File: src/rtl/vcg_pkg.sv
package vcg_pkg;

  localparam int SAMPLE_W     = 9;
  localparam int CODE_W       = SAMPLE_W - 1;
  localparam int GAIN_W       = 8;
  localparam int GAIN_MAX     = (1 << GAIN_W) - 1;
  localparam int WHITE_PEAK   = 254;
  localparam int SYNC_BOTTOM  = 1;
  localparam int LUMA_CLAMP   = 60;
  localparam int CHROMA_CLAMP = 128;
  localparam int FAST_STEP    = 4;
  localparam int SLOW_STEP    = 1;

  typedef logic [CODE_W-1:0] code_t;
  typedef logic [GAIN_W-1:0] gain_t;

  typedef enum logic [1:0] {
    CLP_HOLD  = 2'b00,
    CLP_RAISE = 2'b01,
    CLP_LOWER = 2'b11
  } clamp_cmd_e;

  // drop the sub-code LSB of a converter sample
  function automatic code_t code_of(input logic [SAMPLE_W-1:0] s);
    return s[SAMPLE_W-1:1];
  endfunction

  // clamp target for the selected channel
  function automatic code_t clamp_target(input logic chroma);
    return chroma ? code_t'(CHROMA_CLAMP) : code_t'(LUMA_CLAMP);
  endfunction

  // add a signed delta to the gain, clipped to the legal range
  function automatic gain_t sat_step(input gain_t g, input int delta);
    int t;
    t = int'(g) + delta;
    if (t < 0) t = 0;
    if (t > GAIN_MAX) t = GAIN_MAX;
    return gain_t'(t);
  endfunction

  // clamp command for one sample against one target
  function automatic clamp_cmd_e clamp_decide(input code_t c, input code_t tgt);
    if (c < tgt) return CLP_RAISE;
    if (c > tgt) return CLP_LOWER;
    return CLP_HOLD;
  endfunction

endpackage

File: src/rtl/vcg_clamp_eval.sv
module vcg_clamp_eval
  import vcg_pkg::*;
(
  input  logic       clk,
  input  logic       rst_n,
  input  code_t      code_i,
  input  logic       hclamp_i,
  input  logic       vblank_i,
  input  logic       chroma_sel_i,
  output clamp_cmd_e cmd_o
);

  logic       window_open;
  code_t      target;
  clamp_cmd_e cmd_d;

  assign window_open = hclamp_i && !vblank_i;
  assign target      = clamp_target(chroma_sel_i);

  always_comb begin
    cmd_d = CLP_HOLD;
    if (window_open) cmd_d = clamp_decide(code_i, target);
  end

  always_ff @(posedge clk or negedge rst_n) begin
    if (!rst_n) cmd_o <= CLP_HOLD;
    else        cmd_o <= cmd_d;
  end

  // no command follows a cycle outside an open window
  p_idle_outside_window_r4: assert property (@(posedge clk) disable iff (!rst_n)
    $past(!hclamp_i || vblank_i) |-> cmd_o == CLP_HOLD);

  // a raise follows an in-window sample below its target
  p_raise_below_target_r2: assert property (@(posedge clk) disable iff (!rst_n)
    $past(rst_n && hclamp_i && !vblank_i && (code_i < clamp_target(chroma_sel_i)))
    |-> cmd_o == CLP_RAISE);

endmodule

File: src/rtl/vcg_sync_track.sv
module vcg_sync_track
  import vcg_pkg::*;
#(
  parameter int SLOW_LINES = 2
) (
  input  logic  clk,
  input  logic  rst_n,
  input  logic  hsync_i,
  input  code_t code_i,
  output logic  line_end_o,
  output logic  step_take_o,
  output logic  step_up_o
);

  localparam int LCW = (SLOW_LINES > 1) ? $clog2(SLOW_LINES) : 1;

  logic  hs_q;
  code_t min_q;
  logic  rise;
  logic  last_line;

  assign rise       = hsync_i && !hs_q;
  assign line_end_o = hs_q && !hsync_i;

  always_ff @(posedge clk or negedge rst_n) begin
    if (!rst_n) begin
      hs_q  <= 1'b0;
      min_q <= '1;
    end else begin
      hs_q <= hsync_i;
      if (hsync_i) begin
        if (rise || code_i < min_q) min_q <= code_i;
      end
    end
  end

  generate
    if (SLOW_LINES > 1) begin : g_line_cnt
      logic [LCW-1:0] cnt_q;
      always_ff @(posedge clk or negedge rst_n) begin
        if (!rst_n)          cnt_q <= '0;
        else if (line_end_o) cnt_q <= (cnt_q == LCW'(SLOW_LINES - 1)) ? '0 : cnt_q + 1'b1;
      end
      assign last_line = (cnt_q == LCW'(SLOW_LINES - 1));
    end else begin : g_every_line
      assign last_line = 1'b1;
    end
  endgenerate

  assign step_take_o = line_end_o && last_line && (min_q != code_t'(SYNC_BOTTOM));
  assign step_up_o   = min_q > code_t'(SYNC_BOTTOM);

  // within a pulse the tracked minimum never exceeds the last code seen
  p_min_follows_codes_r6: assert property (@(posedge clk) disable iff (!rst_n)
    (hsync_i && hs_q) |=> min_q <= $past(code_i));

endmodule

File: src/rtl/vcg_gain_reg.sv
module vcg_gain_reg
  import vcg_pkg::*;
#(
  parameter int GAIN_INIT = 128
) (
  input  logic  clk,
  input  logic  rst_n,
  input  logic  vblank_i,
  input  logic  peak_hit_i,
  input  logic  line_step_i,
  input  logic  step_up_i,
  output gain_t gain_o,
  output logic  fast_o,
  output logic  slow_o
);

  logic  do_fast;
  logic  do_slow;
  gain_t gain_d;

  assign do_fast = peak_hit_i && !vblank_i;
  assign do_slow = line_step_i && !vblank_i && !do_fast;

  always_comb begin
    gain_d = gain_o;
    if (do_fast)      gain_d = sat_step(gain_o, -FAST_STEP);
    else if (do_slow) gain_d = sat_step(gain_o, step_up_i ? SLOW_STEP : -SLOW_STEP);
  end

  always_ff @(posedge clk or negedge rst_n) begin
    if (!rst_n) begin
      gain_o <= gain_t'(GAIN_INIT);
      fast_o <= 1'b0;
      slow_o <= 1'b0;
    end else begin
      gain_o <= gain_d;
      fast_o <= do_fast;
      slow_o <= do_slow;
    end
  end

  // a fast strobe pairs with a clipped drop of four codes
  p_fast_drop_r5: assert property (@(posedge clk) disable iff (!rst_n)
    fast_o |-> gain_o == sat_step($past(gain_o), -FAST_STEP));

  // without a strobe the gain word holds
  p_gain_hold_r11: assert property (@(posedge clk) disable iff (!rst_n)
    (!fast_o && !slow_o) |-> $stable(gain_o));

  // an upward slow step stays in range and never wraps to a small value
  p_no_wrap_up_r8: assert property (@(posedge clk) disable iff (!rst_n)
    (slow_o && $past(step_up_i)) |-> gain_o >= $past(gain_o));

endmodule

File: src/rtl/vid_clamp_gain_ctrl.sv
module vid_clamp_gain_ctrl
  import vcg_pkg::*;
#(
  parameter int SLOW_LINES = 2,
  parameter int GAIN_INIT  = 128
) (
  input  logic                clk,
  input  logic                rst_n,
  input  logic [SAMPLE_W-1:0] sample_i,
  input  logic                hsync_i,
  input  logic                hclamp_i,
  input  logic                vblank_i,
  input  logic                chroma_sel_i,
  output logic [1:0]          clamp_cmd_o,
  output logic [GAIN_W-1:0]   gain_o,
  output logic                gain_fast_o,
  output logic                gain_slow_o
);

  code_t      code;
  logic       unused_lsb;
  logic       peak_hit;
  logic       line_end;
  logic       step_take;
  logic       step_up;
  clamp_cmd_e clamp_cmd;

  assign code       = code_of(sample_i);
  assign unused_lsb = sample_i[0];
  assign peak_hit   = code > code_t'(WHITE_PEAK);

  vcg_clamp_eval u_clamp (
    .clk          (clk),
    .rst_n        (rst_n),
    .code_i       (code),
    .hclamp_i     (hclamp_i),
    .vblank_i     (vblank_i),
    .chroma_sel_i (chroma_sel_i),
    .cmd_o        (clamp_cmd)
  );

  vcg_sync_track #(.SLOW_LINES(SLOW_LINES)) u_sync (
    .clk         (clk),
    .rst_n       (rst_n),
    .hsync_i     (hsync_i),
    .code_i      (code),
    .line_end_o  (line_end),
    .step_take_o (step_take),
    .step_up_o   (step_up)
  );

  vcg_gain_reg #(.GAIN_INIT(GAIN_INIT)) u_gain (
    .clk         (clk),
    .rst_n       (rst_n),
    .vblank_i    (vblank_i),
    .peak_hit_i  (peak_hit),
    .line_step_i (step_take),
    .step_up_i   (step_up),
    .gain_o      (gain_o),
    .fast_o      (gain_fast_o),
    .slow_o      (gain_slow_o)
  );

  assign clamp_cmd_o = clamp_cmd;

  // the two gain strobes never coincide
  p_strobes_exclusive_r10: assert property (@(posedge clk) disable iff (!rst_n)
    !(gain_fast_o && gain_slow_o));

  // blanking suppresses every gain strobe
  p_blank_quiet_r9: assert property (@(posedge clk) disable iff (!rst_n)
    $past(vblank_i) |-> (!gain_fast_o && !gain_slow_o));

  // a slow strobe only follows a line end
  p_slow_on_line_end_r7: assert property (@(posedge clk) disable iff (!rst_n)
    gain_slow_o |-> $past(line_end));

endmodule

File: config.mk
export PLATFORM = sky130hd
export DESIGN_NAME = vid_clamp_gain_ctrl
export DESIGN_NICKNAME = d
export VERILOG_FILES = /design/src/rtl/vcg_pkg.sv /design/src/rtl/vcg_clamp_eval.sv /design/src/rtl/vcg_sync_track.sv /design/src/rtl/vcg_gain_reg.sv /design/src/rtl/vid_clamp_gain_ctrl.sv
export SDC_FILE = /design/constraint.sdc
export NUM_CORES = 1
export LEC_CHECK = 0
export BUFFER_PORTS_ARGS = -buffer_cell sky130_fd_sc_hd__buf_2
export CORE_AREA = 4 4 79 51
export DETAILED_ROUTE_END_ITERATION = 8
export DIE_AREA = 0 0 83 55
export PLACE_DENSITY_LB_ADDON = 0.12
export SLEW_MARGIN = 10
export SYNTH_ARGS = -nofsm -noshare
export SYNTH_HDL_FRONTEND = slang
export SYNTH_SLANG_ARGS = --single-unit
File: constraint.sdc
create_clock -name clk -period 6.7 [get_ports clk]
set_clock_uncertainty 0.1 [all_clocks]
set_input_delay 1.34 -clock clk [delete_from_list [all_inputs] [get_ports clk]]
set_output_delay 1.34 -clock clk [all_outputs]
set_load 0.1 [all_outputs]
# == Word level (Yosys, flattened, before mapping) ==
# Index checks and enable logic that the tools add are counted.
# op_classes
mux,22
n_addsub,3
reduce_logical,15
n_eq_ne,1
bitwise_logic,0
shifts,0
order_cmp,9
n_div,0
n_mul,0
# op_table
cell,n
32-bit two-way mux,6
"32-bit by 9-bit > comparator with 1-bit output, second input constant",2
"32-bit by 1-bit less-than comparator with 1-bit output, second input constant",2
8-bit two-way mux,5
9-bit by 32-bit adder with 32-bit output,1
8-bit less-than comparator,2
"9-bit by 3-bit adder with 10-bit output, second input constant",1
2-bit two-way mux,5
"8-bit by 1-bit > comparator with 1-bit output, second input constant",1
8-bit > comparator,1
"8-bit > comparator, second input constant",1
1-bit logical AND,8
"8-bit by 1-bit inequality test with 1-bit output, second input constant",1
1-bit two-way mux,6
1-bit zero test,4
2-bit AND reduction,1
2-bit nonzero test,1
"1-bit adder, second input constant",1
1-bit logical OR,1
# totals
ramBits,0
rom_bits,0
word_cells,57
input_bits,15
n_memories,0
latchBits,0
output_inout_bits,12
regBits,22

# == Depth between registers and ports, before layout ==
# logic_depth
ltp_word,12
ltp_mapped,14
depth_no_buf,14

# == Modules after synthesis ==
# Synthesis repeated with hierarchy kept, for this count alone.
# unflattened
hier_cells,215
hier_area_um2,2105.8
# by_module_without_submodules
module,seq_area_each_um2,n_inst,cells_per_inst,area_per_inst_um2
vcg_gain_reg,251.5,1,141,1246.2
vcg_sync_track,260.2,1,51,634.4
vcg_clamp_eval,50.0,1,20,209.0
vid_clamp_gain_ctrl,0.0,1,3,16.3

# == Worst setup path after synthesis ==
# OpenSTA, ideal clock, no wires.
# synth_path
kind,register to register
start,register u_sync.min_q[7]
end,register u_gain.gain_o[1]
required_ns,6.457
arrival_ns,3.867
setup_slack_ns,2.590
setup_time_ns,0.143
path_stages_with_launch,13
path_cell_list,dfstp_2 > or4_4 > nor4_4 > ha_1 > or2b_1 > o221ai_1 > o311ai_0 > ha_1 > nand4_1 > nor3b_1 > nand3_1 > a211oi_1 > o22ai_1
# synth_between
elab_chain_cells,11
word_cells_on_any_way,16
classes_between,add/sub: 1; order compare: 3; eq/ne: 1; mux: 7; reduce/logical: 4
# synth_rtl
item,line_no,source
start: declaration,vcg_sync_track.sv:18,code_t min_q;
start signal: assignment,vcg_sync_track.sv:32,if (rise || code_i < min_q) min_q <= code_i;
8-bit by 1-bit > comparator with 1-bit output,vcg_sync_track.sv:51,assign step_up_o = min_q > code_t'(SYNC_BOTTOM);
32-bit two-way mux,vcg_gain_reg.sv:27,"else if (do_slow) gain_d = sat_step(gain_o, step_up_i ? SLOW_STEP : -SLOW_STEP);"
9-bit by 32-bit adder with 32-bit output,vcg_pkg.sv:36,t = int'(g) + delta;
32-bit by 1-bit less-than comparator with 1-bit output,vcg_pkg.sv:37,if (t < 0) t = 0;
32-bit two-way mux,vcg_pkg.sv:37,
32-bit two-way mux,vcg_gain_reg.sv:27,
32-bit two-way mux,vcg_gain_reg.sv:26,"if (do_fast) gain_d = sat_step(gain_o, -FAST_STEP);"
32-bit by 9-bit > comparator with 1-bit output,vcg_pkg.sv:38,if (t > GAIN_MAX) t = GAIN_MAX;
8-bit two-way mux,vcg_pkg.sv:38,
8-bit two-way mux,vcg_gain_reg.sv:27,
8-bit two-way mux,vcg_gain_reg.sv:26,
end signal: assignment,vcg_gain_reg.sv:32,gain_o <= gain_t'(GAIN_INIT);
end signal: assignment,vcg_gain_reg.sv:36,gain_o <= gain_d;
end: declaration,vcg_gain_reg.sv:12,"output gain_t gain_o,"
# Parallel ways exist; a longest one is shown, timed or not. The select of a mux whose other input is x is not followed.
# A chain may end at the register's enable or synchronous reset.

# == Final worst setup path ==
# Ends and elaborated chain as after synthesis.

==> results.md <==
* Most common flop cell mapped by yosys: sky130_fd_sc_hd__dfrtp_1
* Pin slew with the least headroom to its limit at 0.7790 ns
* Synth Area per Inst at 9.352 sq um
* # rows at 16
* Sort of element at the end of the critical path: flip-flop
* Worst hold slack after final layout at 0.3755 ns
* Total number of yosys warnings at 0
* Number of distinct library cells after synthesis at 49
* WL final at 4291 um
* List of cells traversed by the critical path: or4_4 > nor4_4 > buf_4 > ha_1 > a211oi_1 > o21bai_1 > a21oi_1 > nor2_1 > nor2_1 > ha_1 > nand4_1 > nor3b_1 > nand3_1 > a211oi_1 > o22ai_1
* Category of the worst setup path launch point: flip-flop
* Routed via count divided by cell count at 5.790
* GRT Resource Usage Total at 0.2062
* Endpoint arrival time on the critical path at 4.10 ns
* Final period util at 0.6102
* Highest net fanout along the worst path at 28
* Clock transition at the registers of the reported paths at 0.07 ns
* Part of the Yosys area used for sequential elements at 0.2820
* Most common library cell in the layout ignoring fill and taps: sky130_fd_sc_hd__ha_1
* Seq cells post-synth at 22
* Global-route wire length before repair at 7569 um
* # clock sinks at 22
* Mapped Area at 0.001992 sq mm
* Antenna violations before repair at 0
* Final Critical Period at 4.089 ns
* Sum of net half-perimeters after detailed placement at 3487 um
* Largest net degree at the start of global routing at 29
* Post-route cell area at 0.002221 sq mm
* Area after DPL at 0.002166 sq mm
* DRC errors left at 0
* Most used cells in the layout excluding fill and tap cells: sky130_fd_sc_hd__ha_1 (32), sky130_fd_sc_hd__buf_2 (25), sky130_fd_sc_hd__inv_1 (21)
* Path category of the worst min-delay check: flip-flop to flip-flop
* Lkg Pwr at 1.067 nW
* Cts bufs inserted at 3
* Number of endpoints with negative hold slack in the final report at 0
* Total Power at 0.8194 mW
* Achievable Freq at 244.6 MHz
* Ratio of cells with drive above 1 in the final layout at 0.2241
* Total area of sequential cells at 561.8 sq um
* Setup-violating endpoint count in the final report at 0
* Initial core utilization at 0.6142
* Number of flops mapped to enable cells by yosys at 0
* Slowest cell on the critical path: sky130_fd_sc_hd__or4_4
* I/O Pins at 27
* Biggest cell delay along the critical path at 0.55 ns
* Area growth from synthesis to final layout at 11.49%
* Die outline width at 83 um
* Detailed-route via count at 1656
* GR Overflow Total at 0
* Multi-input gate area in the final layout at 0.001336 sq mm
* RSZ-0062 raised after global routing: no
* Filler cell count at 283
* Global placement routability congestion at 0.9381
* I/O Buffers at 25
* Setup repair bufs after CTS at 0
* Number of hold buffers added after cts at 0
* Initial DRC Count at 120
* Power density over the cells at 369.0 mW/mm^2
* Remaining antenna violation count after routing at 0
* Critical path data required time at 6.71 ns
* Clock Latency Late Sink at 0.26 ns
* Vias in the first global route at 1584
* Max Cap Viol at 0
* Relative slew slack at 0.4772
* ANT cells at 0
* Pre-antenna DRT Iters at 4
* Area of the die at 0.004565 sq mm
* Area of the core at 0.003243 sq mm
* Total negative slack at 0 ns
* Total of cells resized after clock tree synthesis at 0
* Depth of the CTS H-tree at 1
* Clock tree from TritonCTS: yes
* Clock root buffer: sky130_fd_sc_hd__clkbuf_8
* Share of synthesized registers carrying an async set or reset at 1.000
* Synthesized instance count at 213
* Vertical die dimension at 55 um
* Post-Synthesis Net Count at 261
* Buffers from clock root to sink, at most at 2
* Run status: finished, final reports clean
* Number of max-slew violations in the final report at 0
* Detailed-route wire length per cell at 15.00 um
* Maximum vdd drop at 0.2929 mV
* Final-stage net count at 290
* Critical setup path kind: flip-flop to flip-flop
metrics by stage:
step                utilization  instances  setup slack [ns]
CTS                      0.6848        286             2.679
global placement         0.6678        282             2.748
floorplan                     -        213             2.590
detailed placement       0.6678        282             2.734
global route             0.6848        286             2.224
finish                   0.6848        286             2.611
state kept, by name (all words and copies together) (netlist names):
name,cells
u_gain.gain_o,8
u_sync.min_q,8
u_clamp.cmd_o,2
u_gain.fast_o,1
u_gain.slow_o,1
u_sync.g_line_cnt.cnt_q,1
u_sync.hs_q,1
worst max-delay path, delay by kind of cell, from the launching register on:
family	cells	cell delay, ns
AND/OR/NAND/NOR	7	1.48
AO/OA/AOI/OAI	5	1.18
adder cells (fa/ha/maj)	2	0.48
flip-flops	1	0.37
buffers and inverters	1	0.34
synthesized netlist by cell type, drive strengths merged (2+ instances only):
cell    instances  area, sq um
o311ai          3        26.28
o22ai           4        25.02
xor2            4        35.03
nor4b           3        32.53
nor3            2        10.01
dfstp           9        236.5
a21oi          14        85.09
or2b            2        15.01
a21o            5        37.54
a22oi           3        22.52
nand4           4        25.02
mux2            7        78.83
xnor2           5        43.79
or4             2        18.77
nor4            3        33.78
a211oi         10        75.07
o211ai          2        15.01
nor2           12        45.04
ha             32        400.4
nand3           6        30.03
a31oi           2        12.51
nor3b           2        15.01
inv            21        78.83
nand2b          6        37.54
o21ai          13        65.06
nand2           9        33.78
dfrtp          13        325.3
report_power, final:
| part | total, mW | switching (mW) | internal, mW | leakage (nW) |
|---|---|---|---|---|
| clock network | 0.0913 | 0.0390 | 0.0523 | 0.0288 |
| registers | 0.239 | 0.0585 | 0.180 | 0.260 |
| logic | 0.489 | 0.344 | 0.145 | 0.778 |
| total | 0.819 | 0.442 | 0.377 | 1.07 |
final cells by class:
| type | count | share of cell area |
|---|---|---|
| tap | 45 | 0.02535 |
| multi-input combinational | 168 | 0.6017 |
| timing repair buffer | 26 | 0.05972 |
| clock buffer | 4 | 0.02479 |
| sequential | 22 | 0.2530 |
| inverter | 21 | 0.03549 |
routing by layer:
metal / global-route usage / vias up / share of wire
met5: 0 / - / 0
met2: 0.3059 / 45 / 0.37
li1: - / 849 / -
met3: 0.05030 / 2 / 0.074
met4: 0.02446 / 0 / 0.0049
met1: 0.3112 / 760 / 0.55
final timing paths:
path	end	cells past startpoint	slack, ns	start
worst max-delay path	u_gain.gain_o[1]	15	2.61	u_sync.min_q[7]
worst min-delay path	u_sync.g_line_cnt.cnt_q	1	0.38	u_sync.g_line_cnt.cnt_q
worst max register to register	u_gain.gain_o[1]	15	2.61	u_sync.min_q[7]
worst min register to register	u_sync.g_line_cnt.cnt_q	1	0.38	u_sync.g_line_cnt.cnt_q
max in group asynchronous	u_sync.min_q[0]	1	5.23	rst_n
min in group asynchronous	u_gain.gain_o[0]	1	0.93	rst_n
logic make-up (layout without fill, tap and decap cells):
group / Yosys count / count (layout) / synth area share
adder cells (fa/ha/maj): 33 / 33 / 0.2111
XOR/XNOR: 9 / 9 / 0.03957
AND/OR/NAND/NOR: 55 / 55 / 0.1627
AO/OA/AOI/OAI: 63 / 63 / 0.2129
buffers and inverters: 23 / 51 / 0.04711
multiplexers: 8 / 8 / 0.04460
flip-flops: 22 / 22 / 0.2820
Note: power is estimated with default switching activity, not from simulation.
